`config.mk`:
```
export PLATFORM = sky130hd
export DESIGN_NAME = nic_cmd_core
export DESIGN_NICKNAME = d
export VERILOG_FILES = /design/src/rtl/nic_cmd_pkg.sv /design/src/rtl/nic_cmd_decode.sv /design/src/rtl/nic_reset_seq.sv /design/src/rtl/nic_ctrl_regs.sv /design/src/rtl/nic_status_latch.sv /design/src/rtl/nic_cmd_core.sv
export SDC_FILE = /design/constraint.sdc
export NUM_CORES = 1
export LEC_CHECK = 0
export BUFFER_PORTS_ARGS = -buffer_cell sky130_fd_sc_hd__buf_2
export CORE_UTILIZATION = 45
export CTS_CLUSTER_SIZE = 10
export DETAILED_ROUTE_END_ITERATION = 6
export PLACE_DENSITY = 0.78
export SLEW_MARGIN = 40
export SYNTH_ARGS = -nofsm -noshare
export SYNTH_HDL_FRONTEND = slang
export SYNTH_SLANG_ARGS = --single-unit
```
`constraint.sdc`:
```
create_clock -name clk -period 2.6 [get_ports clk]
set_clock_uncertainty 0.2 [all_clocks]
set_input_delay 0.26 -clock clk [delete_from_list [all_inputs] [get_ports clk]]
set_output_delay 0.26 -clock clk [all_outputs]
set_load 0.02 [all_outputs]
```
`src/rtl/nic_cmd_pkg.sv`:
```
package nic_cmd_pkg;

  localparam int CMD_W  = 16;
  localparam int OP_W   = 5;
  localparam int ARG_W  = CMD_W - OP_W;
  localparam int WIN_W  = 3;
  localparam int MASK_W = 8;
  localparam int FILT_W = 4;
  localparam int EVT_W  = 7;

  localparam logic [OP_W-1:0] OP_GRESET = 5'd0;
  localparam logic [OP_W-1:0] OP_WINSEL = 5'd1;
  localparam logic [OP_W-1:0] OP_RX_OFF = 5'd3;
  localparam logic [OP_W-1:0] OP_RX_ON  = 5'd4;
  localparam logic [OP_W-1:0] OP_TX_ON  = 5'd9;
  localparam logic [OP_W-1:0] OP_TX_OFF = 5'd10;
  localparam logic [OP_W-1:0] OP_IRQREQ = 5'd12;
  localparam logic [OP_W-1:0] OP_ACK    = 5'd13;
  localparam logic [OP_W-1:0] OP_IMASK  = 5'd14;
  localparam logic [OP_W-1:0] OP_RZMASK = 5'd15;
  localparam logic [OP_W-1:0] OP_FILTER = 5'd16;

  localparam logic [3:0] OFF_CMD   = 4'hE;
  localparam logic [3:0] OFF_WIN   = 4'hF;
  localparam logic [3:0] OFF_FILT  = 4'h8;
  localparam logic [3:0] OFF_IMASK = 4'hA;
  localparam logic [3:0] OFF_RZ    = 4'hC;
  localparam logic [WIN_W-1:0] SETUP_WIN = 3'd5;

  localparam int REQ_BIT = 6;

  typedef struct packed {
    logic             greset;
    logic             win_sel;
    logic             rx_off;
    logic             rx_on;
    logic             tx_on;
    logic             tx_off;
    logic             irq_req;
    logic             ack;
    logic             ld_imask;
    logic             ld_rzmask;
    logic             ld_filter;
    logic [ARG_W-1:0] arg;
  } cmd_strobe_t;

  function automatic logic [OP_W-1:0] op_of(input logic [CMD_W-1:0] w);
    return w[CMD_W-1:ARG_W];
  endfunction

  function automatic logic [ARG_W-1:0] arg_of(input logic [CMD_W-1:0] w);
    return w[ARG_W-1:0];
  endfunction

  // interrupt pending: latched causes 7..1 qualified by mask 7..1
  function automatic logic irq_pending(input logic [7:1] st,
                                       input logic [MASK_W-1:0] m);
    return |(st & m[7:1]);
  endfunction

  // next cause set: acknowledge first, new events override it
  function automatic logic [7:1] cause_next(input logic [7:1] st,
                                            input logic [7:1] ev,
                                            input logic       ack,
                                            input logic [7:1] ack_mask,
                                            input logic       req);
    logic [7:1] n;
    n = ack ? (st & ~ack_mask) : st;
    n = n | ev;
    if (req) n[REQ_BIT] = 1'b1;
    return n;
  endfunction

  function automatic logic [CMD_W-1:0] status_word(input logic [WIN_W-1:0] win,
                                                   input logic busy,
                                                   input logic [7:1] st,
                                                   input logic irq);
    return {win, busy, 4'b0000, st, irq};
  endfunction

endpackage

```
`src/rtl/nic_cmd_decode.sv`:
```
module nic_cmd_decode
  import nic_cmd_pkg::*;
(
  input  logic             wr_en,
  input  logic [3:0]       wr_off,
  input  logic [CMD_W-1:0] wr_data,
  input  logic             busy,
  output cmd_strobe_t      cmd
);
  logic            accept;
  logic [OP_W-1:0] op;

  assign accept = wr_en && (wr_off == OFF_CMD) && !busy;
  assign op     = op_of(wr_data);

  always_comb begin
    cmd           = '0;
    cmd.arg       = arg_of(wr_data);
    cmd.greset    = accept && (op == OP_GRESET);
    cmd.win_sel   = accept && (op == OP_WINSEL);
    cmd.rx_off    = accept && (op == OP_RX_OFF);
    cmd.rx_on     = accept && (op == OP_RX_ON);
    cmd.tx_on     = accept && (op == OP_TX_ON);
    cmd.tx_off    = accept && (op == OP_TX_OFF);
    cmd.irq_req   = accept && (op == OP_IRQREQ);
    cmd.ack       = accept && (op == OP_ACK);
    cmd.ld_imask  = accept && (op == OP_IMASK);
    cmd.ld_rzmask = accept && (op == OP_RZMASK);
    cmd.ld_filter = accept && (op == OP_FILTER);
  end
endmodule

```
`src/rtl/nic_reset_seq.sv`:
```
module nic_reset_seq #(
  parameter int RESET_CYCLES = 16
) (
  input  logic clk,
  input  logic rst_n,
  input  logic start,
  output logic busy,
  output logic done
);
  localparam int CNT_W = (RESET_CYCLES > 1) ? $clog2(RESET_CYCLES) : 1;
  localparam logic [CNT_W-1:0] CNT_LOAD = CNT_W'(RESET_CYCLES - 1);

  logic [CNT_W-1:0] cnt_q;

  assign done = busy && (cnt_q == '0);

  always_ff @(posedge clk or negedge rst_n) begin
    if (!rst_n) begin
      busy  <= 1'b0;
      cnt_q <= '0;
    end else if (!busy) begin
      if (start) begin
        busy  <= 1'b1;
        cnt_q <= CNT_LOAD;
      end
    end else if (done) begin
      busy <= 1'b0;
    end else begin
      cnt_q <= cnt_q - 1'b1;
    end
  end
endmodule

```
`src/rtl/nic_ctrl_regs.sv`:
```
module nic_ctrl_regs
  import nic_cmd_pkg::*;
(
  input  logic              clk,
  input  logic              rst_n,
  input  cmd_strobe_t       cmd,
  input  logic              clr,
  output logic [WIN_W-1:0]  window,
  output logic [MASK_W-1:0] imask,
  output logic [MASK_W-1:0] rzmask,
  output logic [FILT_W-1:0] filter,
  output logic              rx_en,
  output logic              tx_en
);
  always_ff @(posedge clk or negedge rst_n) begin
    if (!rst_n) begin
      window <= '0;
      imask  <= '0;
      rzmask <= '0;
      filter <= '0;
      rx_en  <= 1'b0;
      tx_en  <= 1'b0;
    end else if (clr) begin
      window <= '0;
      imask  <= '0;
      rzmask <= '0;
      filter <= '0;
      rx_en  <= 1'b0;
      tx_en  <= 1'b0;
    end else begin
      if (cmd.win_sel)   window <= cmd.arg[WIN_W-1:0];
      if (cmd.ld_imask)  imask  <= cmd.arg[MASK_W-1:0];
      if (cmd.ld_rzmask) rzmask <= cmd.arg[MASK_W-1:0];
      if (cmd.ld_filter) filter <= cmd.arg[FILT_W-1:0];
      if (cmd.rx_on)       rx_en <= 1'b1;
      else if (cmd.rx_off) rx_en <= 1'b0;
      if (cmd.tx_on)       tx_en <= 1'b1;
      else if (cmd.tx_off) tx_en <= 1'b0;
    end
  end
endmodule

```
`src/rtl/nic_status_latch.sv`:
```
module nic_status_latch
  import nic_cmd_pkg::*;
(
  input  logic              clk,
  input  logic              rst_n,
  input  logic              clr,
  input  logic [EVT_W-1:0]  evt,
  input  logic              ack,
  input  logic [7:1]        ack_mask,
  input  logic              req,
  input  logic [MASK_W-1:0] imask,
  output logic [7:1]        stat,
  output logic              irq
);
  logic [7:1] ev_map;
  logic [7:1] stat_n;

  assign ev_map = evt;
  assign stat_n = cause_next(stat, ev_map, ack, ack_mask, req);
  assign irq    = irq_pending(stat, imask);

  always_ff @(posedge clk or negedge rst_n) begin
    if (!rst_n)   stat <= '0;
    else if (clr) stat <= '0;
    else          stat <= stat_n;
  end
endmodule

```
`src/rtl/nic_cmd_core.sv`:
```
module nic_cmd_core
  import nic_cmd_pkg::*;
#(
  parameter int RESET_CYCLES = 16
) (
  input  logic        clk,
  input  logic        rst_n,
  input  logic        wr_en,
  input  logic [3:0]  wr_off,
  input  logic [15:0] wr_data,
  input  logic [3:0]  rd_off,
  output logic [15:0] rd_data,
  input  logic [6:0]  evt_in,
  output logic        irq,
  output logic        rx_enable,
  output logic        tx_enable
);
  cmd_strobe_t       cmd_s;
  logic              busy;
  logic              reset_fire;
  logic [WIN_W-1:0]  window;
  logic [MASK_W-1:0] imask;
  logic [MASK_W-1:0] rzmask;
  logic [FILT_W-1:0] filter;
  logic [7:1]        stat;
  logic              in_setup;

  nic_cmd_decode u_dec (
    .wr_en  (wr_en),
    .wr_off (wr_off),
    .wr_data(wr_data),
    .busy   (busy),
    .cmd    (cmd_s)
  );

  nic_reset_seq #(.RESET_CYCLES(RESET_CYCLES)) u_rst (
    .clk  (clk),
    .rst_n(rst_n),
    .start(cmd_s.greset),
    .busy (busy),
    .done (reset_fire)
  );

  nic_ctrl_regs u_regs (
    .clk   (clk),
    .rst_n (rst_n),
    .cmd   (cmd_s),
    .clr   (reset_fire),
    .window(window),
    .imask (imask),
    .rzmask(rzmask),
    .filter(filter),
    .rx_en (rx_enable),
    .tx_en (tx_enable)
  );

  nic_status_latch u_stat (
    .clk     (clk),
    .rst_n   (rst_n),
    .clr     (reset_fire),
    .evt     (evt_in),
    .ack     (cmd_s.ack),
    .ack_mask(cmd_s.arg[7:1]),
    .req     (cmd_s.irq_req),
    .imask   (imask),
    .stat    (stat),
    .irq     (irq)
  );

  assign in_setup = (window == SETUP_WIN);

  always_comb begin
    rd_data = '0;
    unique case (rd_off)
      OFF_CMD:   rd_data = status_word(window, busy, stat, irq);
      OFF_WIN:   rd_data = {{(CMD_W-WIN_W){1'b0}}, window};
      OFF_FILT:  if (in_setup) rd_data = {{(CMD_W-FILT_W){1'b0}}, filter};
      OFF_IMASK: if (in_setup) rd_data = {{(CMD_W-MASK_W){1'b0}}, imask};
      OFF_RZ:    if (in_setup) rd_data = {{(CMD_W-MASK_W){1'b0}}, rzmask};
      default:   rd_data = '0;
    endcase
  end
endmodule

```
==> reports/results.tsv <==
stage	metric	value	unit
grt	grt_pass1_vias	1673	
flow_run	cap_violations	0	
clocking	ctsResizeCount	0	
route	firstDrtPassIters	4	
logic_synthesis	ys_ff_latch	37	
clocking	cts.sinks	37	
critical_path	path_max_fanout	8	
die	io_pins	53	
logic_synthesis	synth_most_common_cell	dfrtp_1	
die	coreArea	0.004414	mm²
clocking	root_buffer	clkbuf_8	
timing	finalSetupViolCount	0	
pwr	leakage	0.001365	µW
die	num_rows	24	
min_path	min_path_type	input pin to flop	
die	design.die.area	0.004908	mm²
min_path	whs_endpoint	u_stat.stat[2]	
grt	track_usage	21.35	%
grt	antenna_found_initial	0	
route	wl	4989	µm
logic_synthesis	yosys-top-cells-count	dfrtp_1, nor2_1, mux2i_1	
timing	worst_pin_slew	0.6568	ns
timing	fin_crit_sh	85.34	%
grt	grt_remaining_overflow	0	
logic_synthesis	synth-edff-count	0	
critical_path	rr_startpoint	u_rst.busy	
min_path	hold_depth	3	
clocking	clk_latency	0.30	ns
min_path	holdCritStartpoint	evt_in[1]	
clocking	htreeDepth	2	
logic_synthesis	ys_types	42	
clocking	cts-buffers-inserted	5	
logic_synthesis	synth-async-reset-ratio	100.0	%
timing	max_freq	450.7	MHz
critical_path	critPathTopFamily	simple AND/OR/NAND/NOR gates	
finish	synthToLayoutAreaGrowth	20.23	%
critical_path	endpoint_kind	output pin	
critical_path	critPathLaunchType	flop	
timing	max-slew-margin-rel	56.13	%
logic_synthesis	synthesis.area	0.002084	mm²
grt	grt_pass1_wl	8183	µm
finish	fin_area	0.002506	mm²
logic_synthesis	netlist_instances	213	
placed_design	placed_area	0.002337	mm²
grt	grt_max_degree	38	
critical_path	cpPeakStageDelay	0.42	ns
clocking	cts_max_path_buffers	2	
timing	final-hold-violation-count	0	
critical_path	required	2.14	ns
finish	n_fill_cell	386	
route	routedWlPerCell	15.84	µm
logic_synthesis	yosys.area.top_type	dfrtp_1	
critical_path	rrSetupSlack	0.62	ns
route	vias	1776	
placed_design	hpwlAfterDp	3558	µm
critical_path	reg2reg_depth	4	
clocking	cts_tree	yes	
critical_path	criticalPathCategory	flop to output pin	
critical_path	crit_buf_inv	1	
route	avgViaCountPerCell	5.638	
placed_design	port_buffers	45	
pwr	power_density	550.2	mW/mm²
pwr	power	1379	µW
finish	stdcell_count	315	
logic_synthesis	synthTopCellsByArea	dfrtp_1, mux2i_1, nor2_1, o21ai_0, nand2_1	
route	ant_nets	0	
placed_design	gp_congestion	0.7781	
die	dieWidth	70.06	µm
timing	setup_tns	0	ns
pwr	ir_worst_vdd	0.0002787	V
logic_synthesis	ys.warnings.count	0	
timing	fin_crit	2.219	ns
route	drt_iter0_drc	153	
critical_path	r2r-end	u_stat.stat[7]	
die	start_util	47.22	%
clocking	clk_pin_slew	0.07	ns
finish	drive_gt1_share	24.33	%
timing	maxSlewViolCount	0	
logic_synthesis	synth.avg_cell_area	9.786	µm²
die	die_h	70.06	µm
critical_path	worst_path_max_delay_cell	dfrtp_1	
finish	antenna_cells	0	
logic_synthesis	yosys_most_used_dff	dfrtp_1	
finish	fin_nets	298	
run_status	outcome	finished clean	
timing	holdWs	0.008975	ns
clocking	ctsHoldBuffers	5	
timing	rsz0062_at_grt	false	
logic_synthesis	synth_top_cell_area_share	44.42	%
route	drc_errors	0	
critical_path	cp.arrival	1.76	ns
clocking	postCtsSetupBuffers	0	
logic_synthesis	seq_area_frac_synth	44.42	%
critical_path	path_cells	nor4bb_1, nand2_1, o21ai_0, buf_2	
placed_design	placedCellCount	302	
==> cells by family after synthesis <==
logic type               share of synthesized area, %
buffers and inverters                           5.402
other                                          0.1799
multiplexers                                    14.95
AND/OR/NAND/NOR                                 21.37
adder cells (fa/ha/maj)                         1.200
flip-flops                                      44.42
AO/OA/AOI/OAI                                   12.49
==> state kept, by name, summed over array words and instances, names as in the netlist <==
| name | count |
|---|---|
| u_regs.rzmask | 8 |
| u_stat.stat | 7 |
| u_regs.rx_en | 1 |
| u_rst.busy | 1 |
| u_regs.imask | 8 |
| u_regs.tx_en | 1 |
| u_regs.filter | 4 |
| u_rst.cnt_q | 4 |
| u_regs.window | 3 |
==> how the worst max path moves through the flow <==
stage                          start         end  slack, ns  depth (start not counted)
floorplan                  rd_off[2]  rd_data[4]       0.75                          4
global placement           rd_off[2]  rd_data[3]       0.61                          6
detailed placement         rd_off[2]  rd_data[3]       0.61                          6
CTS                 u_regs.window[1]  rd_data[0]       0.38                          4
global route        u_regs.window[1]  rd_data[3]       0.30                          4
finish              u_regs.window[1]  rd_data[3]       0.38                          4
==> power breakdown <==
group	internal [µW]	leakage [µW]	switching, µW
Sequential	614	0.000470	36.5
Combinational	93.5	0.000836	117
Clock	313	0.0000585	206
Total	1020	0.00136	359
==> per-layer routing <==
layer | wire length [µm] | global-route usage (%)
met1 | 2303 | 29.49
met2 | 2352 | 32.37
met3 | 278 | 5.916
met4 | 54 | 7.111
met5 | 0 | 0
==> final cells by class <==
type / instances / area [µm²] / share of cell area, %
clock inverters: 1 / 30.03 / 1.198
clock buffers: 7 / 86.33 / 3.445
repair buffers: 52 / 292.8 / 11.68
well taps: 52 / 65.06 / 2.596
inverters: 9 / 33.78 / 1.348
multi-input cells: 157 / 1072 / 42.79
flip-flops and latches: 37 / 925.9 / 36.94
==> cell usage in the layout, fill, tap and decap left out, types with 2 or more instances in the layout <==
cell           count
dlygate4sd3_1      5
buf_4              3
a31oi_1            7
nor2b_1            3
nand4_1            3
nand2_1           15
nor3_1             2
and2_1             4
ha_1               2
mux2i_1           30
a21oi_1            7
or4_4              2
o21ai_0           13
clkbuf_8           6
a22oi_1            6
o22ai_1            3
buf_2             44
dfrtp_1           37
nor2_1            31
inv_1              9
conb_1             4
nand3_1            3
==> stage by stage <==
stage	setup slack, ns	utilization, %
CTS	0.3820	56.72
global route	0.3023	56.77
detailed placement	0.6068	52.95
floorplan	0.7499	-
global placement	0.6053	52.95
finish	0.3811	56.77
==> worst register-to-register path, delay by kind of cell, from the launching register on <==
kind	cells	cell delay [ns]
and+or+nand+nor	3	1.00
AOI/OAI and AO/OA	1	0.16
DFF	1	0.48
(Power assumes the default switching activity.)
